[src/rtl/bcap_pkg.sv]
package bcap_pkg;

  localparam int unsigned BCAP_DATA_W = 128;
  localparam int unsigned BCAP_DEPTH  = 8;
  localparam int unsigned BCAP_CNT_W  = 32;

  // Buffer holds as many beats as it has slots.
  function automatic logic bcap_is_full(input int unsigned fill, input int unsigned depth);
    return fill >= depth;
  endfunction

  // Ready rule: no stall and room left.
  function automatic logic bcap_ready(input logic stall_i, input logic full_i);
    return !stall_i && !full_i;
  endfunction

  // Counter step used by fill level and beat count alike.
  function automatic int unsigned bcap_step(input int unsigned v);
    return v + 1;
  endfunction

endpackage

[src/rtl/bcap_admit.sv]
module bcap_admit
  import bcap_pkg::*;
#(
  parameter int unsigned DEPTH  = BCAP_DEPTH,
  localparam int unsigned IDX_W  = (DEPTH > 1) ? $clog2(DEPTH) : 1,
  localparam int unsigned FILL_W = $clog2(DEPTH + 1)
) (
  input  logic             clk,
  input  logic             rst_n,
  input  logic             in_valid,
  input  logic             stall,
  output logic             in_ready,
  output logic             take,
  output logic [IDX_W-1:0] wr_slot,
  output logic             full
);

  logic [FILL_W-1:0] fill_q;

  always_comb begin
    full     = bcap_is_full(32'(fill_q), DEPTH);
    in_ready = bcap_ready(stall, full);
    take     = in_valid && in_ready;
    wr_slot  = fill_q[IDX_W-1:0];
  end

  always_ff @(posedge clk or negedge rst_n) begin
    if (!rst_n) begin
      fill_q <= '0;
    end else if (take) begin
      fill_q <= FILL_W'(bcap_step(32'(fill_q)));
    end
  end

endmodule

[src/rtl/bcap_store.sv]
module bcap_store
  import bcap_pkg::*;
#(
  parameter int unsigned DATA_W = BCAP_DATA_W,
  parameter int unsigned DEPTH  = BCAP_DEPTH,
  localparam int unsigned IDX_W = (DEPTH > 1) ? $clog2(DEPTH) : 1
) (
  input  logic              clk,
  input  logic              rst_n,
  input  logic              wr_en,
  input  logic [IDX_W-1:0]  wr_slot,
  input  logic [DATA_W-1:0] wr_data,
  input  logic              rd_req,
  input  logic [IDX_W-1:0]  rd_idx,
  output logic [DATA_W-1:0] rd_data,
  output logic              rd_valid
);

  logic [(2**IDX_W)-1:0][DATA_W-1:0] slot_flat;

  // One register bank per slot; contents are not reset.
  for (genvar g = 0; g < (2**IDX_W); g++) begin : g_slot
    if (g < DEPTH) begin : g_live
      logic [DATA_W-1:0] q;
      always_ff @(posedge clk) begin
        if (wr_en && (wr_slot == IDX_W'(g))) begin
          q <= wr_data;
        end
      end
      assign slot_flat[g] = q;
    end else begin : g_pad
      assign slot_flat[g] = '0;
    end
  end

  always_ff @(posedge clk) begin
    if (rd_req) begin
      rd_data <= slot_flat[rd_idx];
    end
  end

  always_ff @(posedge clk or negedge rst_n) begin
    if (!rst_n) begin
      rd_valid <= 1'b0;
    end else begin
      rd_valid <= rd_req;
    end
  end

endmodule

[src/rtl/bcap_tally.sv]
module bcap_tally
  import bcap_pkg::*;
#(
  parameter int unsigned CNT_W = BCAP_CNT_W,
  parameter int unsigned IDX_W = 3
) (
  input  logic             clk,
  input  logic             rst_n,
  input  logic             take,
  input  logic             in_last,
  input  logic [IDX_W-1:0] wr_slot,
  output logic [CNT_W-1:0] count,
  output logic             last_seen,
  output logic             trc_valid,
  output logic [IDX_W-1:0] trc_slot,
  output logic [CNT_W-1:0] trc_count
);

  logic [CNT_W-1:0] count_nx;

  always_comb count_nx = CNT_W'(bcap_step(32'(count)));

  always_ff @(posedge clk or negedge rst_n) begin
    if (!rst_n) begin
      count     <= '0;
      last_seen <= 1'b0;
      trc_valid <= 1'b0;
      trc_slot  <= '0;
      trc_count <= '0;
    end else begin
      trc_valid <= take;
      if (take) begin
        count     <= count_nx;
        trc_slot  <= wr_slot;
        trc_count <= count_nx;
        if (in_last) begin
          last_seen <= 1'b1;
        end
      end
    end
  end

endmodule

[src/rtl/beat_slot_sink.sv]
module beat_slot_sink
  import bcap_pkg::*;
#(
  parameter int unsigned DATA_W = BCAP_DATA_W,
  parameter int unsigned DEPTH  = BCAP_DEPTH,
  parameter int unsigned CNT_W  = BCAP_CNT_W,
  localparam int unsigned IDX_W = (DEPTH > 1) ? $clog2(DEPTH) : 1
) (
  input  logic              clk,
  input  logic              rst_n,
  input  logic              s_valid,
  input  logic [DATA_W-1:0] s_data,
  input  logic              s_last,
  output logic              s_ready,
  input  logic              stall,
  input  logic              rd_req,
  input  logic [IDX_W-1:0]  rd_idx,
  output logic [DATA_W-1:0] rd_data,
  output logic              rd_valid,
  output logic [CNT_W-1:0]  beat_count,
  output logic              last_seen,
  output logic              trc_valid,
  output logic [IDX_W-1:0]  trc_slot,
  output logic [CNT_W-1:0]  trc_count
);

  // Named internal events, visible to the bound checker.
  logic             take;
  logic             slot_full;
  logic [IDX_W-1:0] wr_slot;

  bcap_admit #(.DEPTH(DEPTH)) u_admit (
    .clk      (clk),
    .rst_n    (rst_n),
    .in_valid (s_valid),
    .stall    (stall),
    .in_ready (s_ready),
    .take     (take),
    .wr_slot  (wr_slot),
    .full     (slot_full)
  );

  bcap_store #(.DATA_W(DATA_W), .DEPTH(DEPTH)) u_store (
    .clk      (clk),
    .rst_n    (rst_n),
    .wr_en    (take),
    .wr_slot  (wr_slot),
    .wr_data  (s_data),
    .rd_req   (rd_req),
    .rd_idx   (rd_idx),
    .rd_data  (rd_data),
    .rd_valid (rd_valid)
  );

  bcap_tally #(.CNT_W(CNT_W), .IDX_W(IDX_W)) u_tally (
    .clk       (clk),
    .rst_n     (rst_n),
    .take      (take),
    .in_last   (s_last),
    .wr_slot   (wr_slot),
    .count     (beat_count),
    .last_seen (last_seen),
    .trc_valid (trc_valid),
    .trc_slot  (trc_slot),
    .trc_count (trc_count)
  );

endmodule

[config.mk]
export PLATFORM = sky130hd
export DESIGN_NAME = beat_slot_sink
export DESIGN_NICKNAME = d
export VERILOG_FILES = /design/src/rtl/bcap_pkg.sv /design/src/rtl/bcap_admit.sv /design/src/rtl/bcap_store.sv /design/src/rtl/bcap_tally.sv /design/src/rtl/beat_slot_sink.sv
export SDC_FILE = /design/constraint.sdc
export NUM_CORES = 1
export LEC_CHECK = 0
export BUFFER_PORTS_ARGS = -buffer_cell sky130_fd_sc_hd__buf_4
export CORE_AREA = 2 2 339 341
export CTS_BUF_LIST = sky130_fd_sc_hd__clkbuf_8
export DETAILED_ROUTE_END_ITERATION = 6
export DIE_AREA = 0 0 341 343
export HOLD_SLACK_MARGIN = 0.06
export PLACE_DENSITY = 0.66
export RECOVER_POWER = 25
export SLEW_MARGIN = 20
export SYNTH_ARGS = -nofsm -noshare
export SYNTH_HDL_FRONTEND = slang
export SYNTH_SLANG_ARGS = --single-unit
[constraint.sdc]
create_clock -name clk -period 4.9 [get_ports clk]
set_clock_uncertainty 0.05 [all_clocks]
set_input_delay 0.245 -clock clk [delete_from_list [all_inputs] [get_ports clk]]
set_output_delay 0.245 -clock clk [all_outputs]
set_load 0.01 [all_outputs]
; ---- Word-level counts from Yosys, hierarchy flattened
; Index checks and enable logic that the tools add are counted.
[totals]
ff_bits = 1194
latchBits = 0
ram_bits = 0
rom_bits = 0
out_inout_bits = 199
memories = 0
[op_classes]
n_addsub = 2
n_mul = 0
div_mod_pow = 0
order_cmp = 2
eq_ne = 7
shift = 0
muxes = 2
n_bitwise = 0
reduce_logical = 14
[op_table]
columns = cell, count
row1 = $bmux 128 s3, 1
row2 = $mux 128, 1
row3 = $add 32x1->32 const B, 1
row4 = $eq 3x3->1 const B, 4
row5 = $logic_and 1x1->1, 10
row6 = $eq 3x2->1 const B, 2
row7 = $add 4x1->4 const B, 1
row8 = $ge 4x4->1 const B, 1
row9 = $lt 3x4->1 const B, 1
row10 = $eq 3x1->1 const B, 1
row11 = $logic_not 3->1, 1
row12 = $logic_not 1->1, 2
row13 = $reduce_and 2->1, 1

; ---- Logic depth before layout (Yosys ltp)
; Gate-level depths: netlist (run 1).
[logic_depth]
depth_word = 5
mapped_depth = 6
depth_no_buf = 6

; ---- Cells and area by module
; From an unflattened synthesis (run 1), not the netlist that was laid out.
[hier_totals]
cells_unflattened = 1802
hier_area_um2 = 44946.9
[modules_own_cells]
columns = mod, instances, cells_per_inst, area_each_um2, seq_area_each_um2
row1 = bcap_store, 1, 1621, 42861.1, 34618.2
row2 = bcap_tally, 1, 161, 1839.3, 925.9
row3 = bcap_admit, 1, 20, 246.5, 100.1

; ---- Worst setup path after synthesis (run 1)
; No wires, ideal clock.
[synth_path]
kind = reg-to-reg
startpoint = register u_admit.fill_q[3]
endpoint = register u_store.g_slot[7].g_live.q[0] (enable)
arrival_ns = 4.172
required_time_ns = 4.348
slack_ns = 0.176
path_stages_with_launch = 6
path_buffers = 1
synth_period_minus_slack_ns = 4.724
path_cell_list = dfrtp_1 -> nor2_1 -> nand2_1 -> inv_2 -> clkbuf_1 -> and2_1
[synth_via]
elab_chain_cells = 5
[synth_rtl]
columns = element, line
row1 = from (decl), bcap_admit.sv:18  ; logic [FILL_W-1:0] fill_q;
row2 = from (signal assigned), bcap_admit.sv:31  ; fill_q <= FILL_W'(bcap_step(32'(fill_q)));
row3 = $ge 4x4->1, bcap_pkg.sv:9  ; return fill >= depth;
row4 = $logic_not 1->1, bcap_pkg.sv:14  ; return !stall_i && !full_i;
row5 = $logic_and 1x1->1, bcap_pkg.sv:14
row6 = via s_ready, beat_slot_sink.sv:14  ; output logic s_ready,
row7 = $logic_and 1x1->1, bcap_admit.sv:23  ; take = in_valid && in_ready;
row8 = via take, beat_slot_sink.sv:28  ; logic take;
row9 = $logic_and 1x1->1, bcap_store.sv:26  ; if (wr_en && (wr_slot == IDX_W'(g))) begin
row10 = to (signal assigned), bcap_store.sv:27  ; q <= wr_data;
row11 = to (decl), bcap_store.sv:24  ; logic [DATA_W-1:0] q;
; The timed path passes the listed nets, and every way through them passes these cells.
; A chain may end at the register's enable or synchronous reset.

; ---- Final worst setup path (run 1)
[layout_path]
startpoint = register u_admit.fill_q[3]
endpoint = register u_store.g_slot[7].g_live.q[26] (enable)
[layout_via]
elab_chain_cells = 5
[layout_rtl]
columns = element, line
row1 = $ge 4x4->1, bcap_pkg.sv:9
row2 = $logic_not 1->1, bcap_pkg.sv:14
row3 = $logic_and 1x1->1, bcap_pkg.sv:14
row4 = $logic_and 1x1->1, bcap_admit.sv:23
row5 = $logic_and 1x1->1, bcap_store.sv:26
; Every way passes these cells.

==> results of run 1 <==
logic make-up after synthesis:
| kind of cell | count (synthesis) |
|---|---|
| AOI/OAI and AO/OA | 7 |
| and+or+nand+nor | 75 |
| xor gates and xnor gates | 32 |
| muxes | 384 |
| adders and majority gates | 7 |
| DFF | 1194 |
| buffers and inverters | 118 |
where the power goes:
group	internal, W	switching [W]	leakage (nW)
Clock	0.00407	0.00384	2.02
Combinational	0.000714	0.000835	5.04
Sequential	0.0117	0.000191	11.0
metal layers:
| metal | global-route usage | part of all wire | wire (µm) | up-vias |
|---|---|---|---|---|
| met4 | 0.05525 | 0.023 | 2218 | 22 |
| met1 | 0.2243 | 0.43 | 42020 | 11010 |
| met3 | 0.04338 | 0.063 | 6216 | 173 |
| met2 | 0.2694 | 0.48 | 47500 | 699 |
| met5 | 0 | 0.0014 | 138 | - |
| li1 | - | - | - | 8953 |
cell type report:
class / instances / area [µm²]
Antenna cell: 8 / 20.02
Clock buffer: 194 / 2670
Clock inverter: 148 / 878.3
Fill cell: 9264 / 59710
Inverter: 10 / 37.54
Multi-Input combinational cell: 505 / 8282
Sequential cell: 1194 / 35640
Tap cell: 1512 / 1892
Timing Repair Buffer: 528 / 4283
synthesized netlist by cell type (all sizes together), types with 3 or more instances:
master and count:
nand2 21, mux2 128, mux4 256, o21ai 4, and3 12, ha 7, xnor2 16, nor2 6
dfrtp 42, and2 5, nand4 8, buf 79, clkbuf 29, xor2 16, and4 3, nor4 6
nand3 3, nor3 10, edfxtp 1152, inv 10
worst max-delay path by stage:
stage                 startpoint                               to  slack (ns)  cells past startpoint
2_1_floorplan  u_admit.fill_q[3]    u_store.g_slot[7].g_live.q[0]        0.18                      5
3_3_place_gp   u_admit.fill_q[3]  u_store.g_slot[7].g_live.q[119]        2.02                      5
3_5_place_dp   u_admit.fill_q[3]   u_store.g_slot[7].g_live.q[62]        2.04                      5
4_1_cts        u_admit.fill_q[3]   u_store.g_slot[7].g_live.q[26]        1.44                      6
5_1_grt        u_admit.fill_q[3]   u_store.g_slot[7].g_live.q[26]        1.32                      6
6_report       u_admit.fill_q[3]   u_store.g_slot[7].g_live.q[26]        1.50                      6
sequential cells by signal (all words and copies together), names as in the netlist:
signal and count:
u_admit.fill_q 4, u_store.g_slot.g_live.q 1024, u_store.rd_valid 1, u_tally.last_seen 1, u_tally.trc_count 32, u_store.rd_data 128
u_tally.trc_valid 1, u_tally.trc_slot 3
stage by stage:
stage / setup WS [ns] / total power, W / cell area (µm²) / utilization
5_1_grt: 1.317 / 0.02216 / 53700 / 0.4735
6_report: 1.501 / 0.02134 / 53710 / 0.4735
3_5_place_dp: 2.038 / 0.01358 / 48830 / 0.4306
4_1_cts: 1.441 / 0.02167 / 54020 / 0.4763
3_3_place_gp: 2.024 / 0.01352 / 48830 / 0.4306
2_1_floorplan: 0.1758 / 0.01285 / 44920 / -
worst max-delay path: cells and delay by family (launching register included):
family,cells,cell delay [ns]
buf+inv,3,1.50
flops,1,0.41
simple gates,3,1.01
what timing repair did:
action                                 in CTS  in global routing
setup endpoints to repair                   0                  0
endpoints found under the hold margin    1146                  0
hold buffers                              163                  0
==> Implementation_results.wiki, run 1 <==
{| class="wikitable"
! Metric !! Value
|-
| Worst Hold Launch || rd_idx[2]
|-
| Fraction of layout cells with a size suffix above 1 || 0.3304
|-
| Data required time of the worst path || about 5.3 ns
|-
| Postcts setup bufs || 0
|-
| Leading cell types in the layout, fill and taps excluded || 1152 x sky130_fd_sc_hd__edfxtp_1, 255 x sky130_fd_sc_hd__buf_4, 198 x sky130_fd_sc_hd__mux4_2
|-
| Number of gates given a new drive strength after cts || 0
|-
| Maximum buffer depth of the clock tree || 3
|-
| Max-capacitance violation count || 0
|-
| Largest family of logic cells by synthesized area || multiplexers
|-
| Post-synthesis instance area || roughly 45000 µm²
|-
| Tot GR Track Use || 0.1676
|-
| Startpoint of the most critical register-to-register path || u_admit.fill_q[3]
|-
| Clock sink count || between 1000 and 1500
|-
| Synth Area in Adders || 0.001950
|-
| Shortest period the worst path allows || 3.399 ns
|-
| Transition time at the pin with the least slew margin || 1.179 ns
|-
| Classification of the worst-slack hold path || in2reg
|-
| Remaining DRCs || 0
|-
| Setup repair after global routing missed its margin || false
|-
| Cell taking the most area after synthesis || sky130_fd_sc_hd__edfxtp_1
|-
| Register clock-pin slew on the reported worst setup and hold paths || approximately 0.06 ns
|-
| Number of buffers added by the clock tree synthesis step || roughly 190
|-
| Worst EP arrival || between 3 and 4 ns
|-
| Cell types with the largest area share after synthesis || sky130_fd_sc_hd__edfxtp_1 77%, sky130_fd_sc_hd__mux4_2 9.9%, sky130_fd_sc_hd__mux4_1 3.4%, sky130_fd_sc_hd__mux2_2 3.2%, sky130_fd_sc_hd__dfrtp_1 2.3%
|-
| Critical Path Sink Type || register
|-
| Aggregate global routing overflow || 0
|-
| Starting Density || 0.3960
|-
| Floorplan Core Area || ~110000 µm²
|-
| Result of the run || finished clean
|-
| Chip height || roughly 340 µm
|-
| Sequential share of the synthesized area || 0.7936
|-
| Antenna violations before repair || 17
|-
| Critical register-to-register path endpoint || u_store.g_slot[7].g_live.q[26]
|-
| Most common cell after layout, fill and taps aside || sky130_fd_sc_hd__edfxtp_1
|-
| Iter 0 DRT Violations || about 1500
|-
| Number of warnings printed during yosys synthesis || 0
|-
| HPWL after detailed placement || around 54000 µm
|-
| Crit path cell chain || nor2_1, nand2_1, dlygate4sd3_1, inv_2, and2_4, buf_4
|-
| Antenna-violating nets left || 0
|-
| Layout-stage area growth over the synthesis result || 19.57%
|-
| WL/cell || between 20 and 25 µm
|-
| Setup violation total in the final timing report || 0
|-
| Global-route wire length before repair || roughly 140000 µm
|-
| FMAX || ~300 MHz
|-
| Critical-path maximum fanout || 42
|-
| Root Buffer || sky130_fd_sc_hd__clkbuf_8
|-
| Final worst path period share || 0.6936
|-
| Count of pins on the block boundary || 336
|-
| Power density over the cells || a little under 400 nW/µm²
|-
| GP Congestion || between 0.7 and 0.8
|-
| Total placed cells including tap cells || 3586
|-
| Die ar. || about 120000 µm²
|-
| Slowest stage cell, crit path || sky130_fd_sc_hd__and2_4
|-
| Critical Path Start Type || register
|-
| Worst hold stages || 2
|-
| Tightest slew margin relative to the limit || 0.2139
|-
| H-tree levels || 4
|-
| Drt first pass iters || 5
|-
| Synth Area in Simple Gates || 0.009165
|-
| Worst Path Class, Setup || reg2reg
|-
| Final max-slew violation count || 0
|-
| Synth cell types || 35
|-
| Share of async-settable or async-resettable flops after synthesis || 0.03518
|-
| Mux cell area share after synthesis || 0.1653
|-
| Count of nets after finishing || 2574
|-
| Avg Vias per Cell || slightly above 5
|-
| Average instance area after synthesis || roughly 25 µm²
|-
| Worst voltage drop across the vdd grid || about 0.21 mV
|-
| Static Leak || between 15 and 20 nW
|-
| Final WL || 98090 µm
|-
| Share of Yosys cell area claimed by the top area cell type || 0.7702
|-
| Maximum number of pins on one net before global-route repair || 129
|-
| Vias in the first global route || 22530
|-
| Gate count after technology mapping || roughly 1800
|-
| Synthesized netlist net count || 1961
|-
| Count of port buffers added during placement || between 300 and 400
|-
| Total count of hold-check failures in the final report || 0
|-
| Fraction of the mapped netlist area in compound gates || 0.0009471
|-
| Row count || roughly 120
|-
| Yosys reg bits || around 1200
|-
| Final hold slack || 0.1064 ns
|-
| Number of standard cells in the layout, taps in and fillers out || slightly above 4000
|-
| Clock tree from TritonCTS || built
|-
| Sum Neg Setup Slack || 0 ns
|-
| Horiz. Die Dim || about 340 µm
|-
| Worst-Skew Late Latency || roughly 0.85 ns
|-
| Via count || ~21000
|-
| Setup slack, reg-to-reg || 1.50 ns
|-
| Xor and xnor fraction of the mapped netlist area || 0.006240
|-
| Peak per-stage delay on the critical path || between 0.7 and 0.8 ns
|-
| End of the worst hold path || u_store.rd_data[98]
|-
| Count of flip-flops with a built-in enable after synthesis || 1152
|-
| Ys flop type || sky130_fd_sc_hd__edfxtp_1
|-
| Depth of the worst register-to-register path || 6
|}
(Power assumes the default switching activity.)
==> run 2: changes to the inputs <==
- ABC_AREA: unset -> 1
- CORE_AREA: 2 2 339 341 -> 2 2 342 344
- DIE_AREA: 0 0 341 343 -> 0 0 344 346
- PLACE_DENSITY: 0.66 -> 0.64
- clock period: 4.9 -> 3.3 ns (I/O delays scaled with it)
==> run 2 against run 1 <==
The run now ends with capacitance limit, slew limit left. Largest power group unchanged. Combinational power increased by 97%. Critical path type unchanged. Largest cell class unchanged. Wire length increased by 10%. Synthesized cell count increased by 68%. Critical endpoint is now u_store.g_slot[0].g_live.q[104]. Flip-flop and latch count unchanged.
==> Implementation_results.wiki, run 2 <==
{| class="wikitable"
! Metric !! Value
|-
| GR Util met2 || 0.2958
|-
| Cell taking the most area after synthesis || sky130_fd_sc_hd__edfxtp_1
|-
| Leading post-synthesis cells by instance count || 1152 x sky130_fd_sc_hd__edfxtp_1, 466 x sky130_fd_sc_hd__nand2_1, 298 x sky130_fd_sc_hd__nor2_1
|-
| Row count || about 130
|-
| Grt met3 use || 0.03656
|-
| Classification of the worst-slack hold path || in2reg
|-
| Most common cell after layout, fill and taps aside || sky130_fd_sc_hd__edfxtp_1
|-
| Worst hold stages || 2
|-
| Depth of the worst register-to-register path || 6
|-
| Tot GR Track Use || 0.1788
|-
| WL/cell || around 20 µm
|-
| Static Leak || about 20 nW
|-
| Avg Vias per Cell || slightly above 5
|-
| Global-route wire length before repair || ~160000 µm
|-
| Synth cell types || 28
|-
| Power density over the cells || between 500 and 600 nW/µm²
|-
| Post-Place Worst Slack || between 1 and 1.5 ns
|-
| Met1 demand-to-capacity share in global routing || 0.2353
|-
| Maximum buffer depth of the clock tree || 3
|-
| Total count of hold-check failures in the final report || 0
|-
| GP Congestion || ~0.76
|-
| Post-layout worst setup margin || roughly 1.2 ns
|-
| Clock sink count || between 1000 and 1500
|-
| Sequential share of the synthesized area || 0.7777
|-
| Final standard cell utilization of the core || 0.4879
|-
| Share of async-settable or async-resettable flops after synthesis || 0.03518
|-
| Root Buffer || sky130_fd_sc_hd__clkbuf_8
|-
| Number of standard cells in the layout, taps in and fillers out || 5387
|-
| Number of gates given a new drive strength after cts || 0
|-
| Antenna violations before repair || 10
|-
| Register clock-pin slew on the reported worst setup and hold paths || around 0.06 ns
|-
| Remaining DRCs || 0
|-
| Worst Hold Launch || s_data[31]
|-
| Setup repair after global routing missed its margin || false
|-
| Iter 0 DRT Violations || between 2000 and 2500
|-
| Ys flop type || sky130_fd_sc_hd__edfxtp_1
|-
| Count of port buffers added during placement || 335
|-
| Count of nets after finishing || between 3000 and 4000
|-
| Final instance area || around 56000 µm²
|-
| Final worst path period share || 0.6508
|-
| Total placed cells including tap cells || between 4000 and 5000
|-
| Setup slack, reg-to-reg || around 1.2 ns
|-
| Synthesized netlist net count || 3194
|-
| Critical register-to-register path endpoint || u_store.g_slot[0].g_live.q[104]
|-
| Via count || 27180
|-
| Maximum number of pins on one net before global-route repair || between 150 and 200
|-
| Largest register by flop count || u_store.g_slot.g_live.q
|-
| Startpoint of the most critical register-to-register path || u_admit.fill_q[3]
|-
| Clock tree from TritonCTS || built
|-
| Aggregate global routing overflow || 0
|-
| H-tree levels || 4
|-
| Setup violation total in the final timing report || 0
|-
| Share of Yosys cell area claimed by the top area cell type || 0.7547
|-
| Number of buffers added by the clock tree synthesis step || ~190
|-
| Count of pins on the block boundary || 336
|-
| Hold-fix buffers, CTS || ~270
|-
| Flip-flop count of the largest register, all copies and words added || between 1000 and 1500
|-
| Vias in the first global route || 26990
|-
| Count of fill cells added during filler insertion || between 9000 and 10000
|-
| Postcts setup bufs || 0
|-
| Starting Density || 0.3971
|-
| Drt first pass iters || 5
|-
| Gate count after technology mapping || about 3100
|-
| Critical-path maximum fanout || slightly below 90
|-
| Shortest period the worst path allows || 2.148 ns
|-
| Worst voltage drop across the vdd grid || approximately 0.31 mV
|-
| Data required time of the worst path || 3.70 ns
|-
| Die ar. || ~120000 µm²
|-
| Worst-Skew Late Latency || a little under 0.9 ns
|-
| Largest registers || u_store.g_slot.g_live.q: 1024 flops, u_store.rd_data: 128 flops, u_tally.trc_count: 32 flops
|-
| Placed inst area || 50100 µm²
|-
| End of the worst hold path || u_store.g_slot[7].g_live.q[31]
|-
| Leading cell types in the layout, fill and taps excluded || 1152 x sky130_fd_sc_hd__edfxtp_1, 464 x sky130_fd_sc_hd__nand2_1, 290 x sky130_fd_sc_hd__nor2_1
|-
| Yosys reg bits || ~1200
|-
| Count of flip-flops with a built-in enable after synthesis || between 1000 and 1500
|-
| Cell types with the largest area share after synthesis || sky130_fd_sc_hd__edfxtp_1 75%, sky130_fd_sc_hd__mux2i_1 5.6%, sky130_fd_sc_hd__nand2_1 3.8%, sky130_fd_sc_hd__o22ai_1 3.5%, sky130_fd_sc_hd__o21ai_0 2.8%
|-
| Critical Path Sink Type || register
|-
| Number of warnings printed during yosys synthesis || 0
|-
| Worst Path Class, Setup || reg2reg
|-
| Horiz. Die Dim || approximately 340 µm
|-
| Average instance area after synthesis || around 15 µm²
|-
| HPWL after detailed placement || approximately 57000 µm
|-
| Final WL || between 100000 and 150000 µm
|-
| Fraction of layout cells with a size suffix above 1 || 0.1694
|-
| Layout-stage area growth over the synthesis result || 22.87%
|-
| Post-synthesis instance area || approximately 46000 µm²
|-
| Max-capacitance violation count || 1
|-
| Antenna-violating nets left || 0
|-
| Floorplan Core Area || 115400 µm²
|-
| Result of the run || complete, but fails checks
|-
| Most heavily used metal layer in global routing || met2
|-
| Worst EP arrival || around 2.6 ns
|-
| Tightest slew margin relative to the limit || -0.1918
|-
| Chip height || 346 µm
|-
| Failing checks || capacitance limit, slew limit
|-
| Dominant cell by count in the synthesized netlist || sky130_fd_sc_hd__edfxtp_1
|-
| Transition time at the pin with the least slew margin || approximately 1.8 ns
|-
| Final max-slew violation count || 49
|-
| Design Power || between 0.03 and 0.04 W
|-
| Critical Path Start Type || register
|-
| FMAX || between 400 and 500 MHz
|}
==> run 2: cell types whose count changed in the layout (fill, tap and decap cells not counted), sizes merged, moves of 128 or more <==
cell | previous run | this run
o21ai | 4 | 261
mux4 | 256 | 0
mux2i | 0 | 256
mux2 | 128 | 0
nand2 | 21 | 466
o22ai | 0 | 256
nor2 | 6 | 303
==> run 2: power by group <==
group	switching [W]	total, W	internal (W)
logic	0.00188	0.00306	0.00118
registers	0.000300	0.0179	0.0176
clock network	0.00581	0.0118	0.00600
total	0.00799	0.0328	0.0248
==> run 2: layout make-up <==
| type | instances | area, µm² | share of cell area |
|---|---|---|---|
| Antenna cell | 8 | 20.02 | 0.0003555 |
| Clock buffer | 195 | 2684 | 0.04766 |
| Clock inverter | 150 | 863.3 | 0.01533 |
| Inverter | 39 | 158.9 | 0.002822 |
| Multi-Input combinational cell | 1613 | 8965 | 0.1592 |
| Sequential cell | 1194 | 35640 | 0.6329 |
| Tap cell | 1524 | 1907 | 0.03386 |
| Timing Repair Buffer | 664 | 6075 | 0.1079 |
==> run 2: kinds of logic (layout without fill, tap and decap cells) <==
family,count (synthesis),after routing,share of synthesized area
buffers and inverters,243,1048,0.02839
AO/OA/AOI/OAI,520,520,0.06396
AND/OR/NAND/NOR,809,809,0.06816
multiplexers,256,256,0.05591
adder cells (fa/ha/maj),7,7,0.001911
flip-flops,1194,1194,0.7777
other,0,8,0
XOR/XNOR,21,21,0.004013
==> run 2: worst max-delay path by stage <==
| stage | startpoint | end |
|---|---|---|
| 2_1_floorplan | u_admit.fill_q[3] | u_store.g_slot[3].g_live.q[0] |
| 3_3_place_gp | rd_idx[0] | u_store.rd_data[3] |
| 3_5_place_dp | rd_idx[0] | u_store.rd_data[0] |
| 4_1_cts | u_admit.fill_q[3] | u_store.g_slot[0].g_live.q[98] |
| 5_1_grt | u_admit.fill_q[3] | u_store.g_slot[0].g_live.q[98] |
| 6_report | u_admit.fill_q[3] | u_store.g_slot[0].g_live.q[104] |
==> run 2: layer usage <==
metal / up-vias / wire (µm)
li1: 12740 / -
met1: 13500 / 46340
met2: 741 / 52680
met3: 188 / 6457
met4: 12 / 2427
met5: - / 81
==> run 2: critical path: stages, from the launching register on <==
cell	delay, ns
sky130_fd_sc_hd__dfrtp_1	0.40
sky130_fd_sc_hd__nor2_4	0.12
sky130_fd_sc_hd__nand2_1	0.09
sky130_fd_sc_hd__clkinv_1	0.14
sky130_fd_sc_hd__nand2_2	0.15
sky130_fd_sc_hd__nor2_4	0.20
sky130_fd_sc_hd__buf_12	0.44
==> run 2: stage by stage <==
stage | hold WS, ns | setup TNS [ns]
after global placement | 0.1491 | 0
after detailed placement | 0.1448 | 0
final | 0.2898 | 0
after CTS | 0.06761 | 0
after global routing | 0.2361 | 0
after floorplan | -0.1806 | -3.679
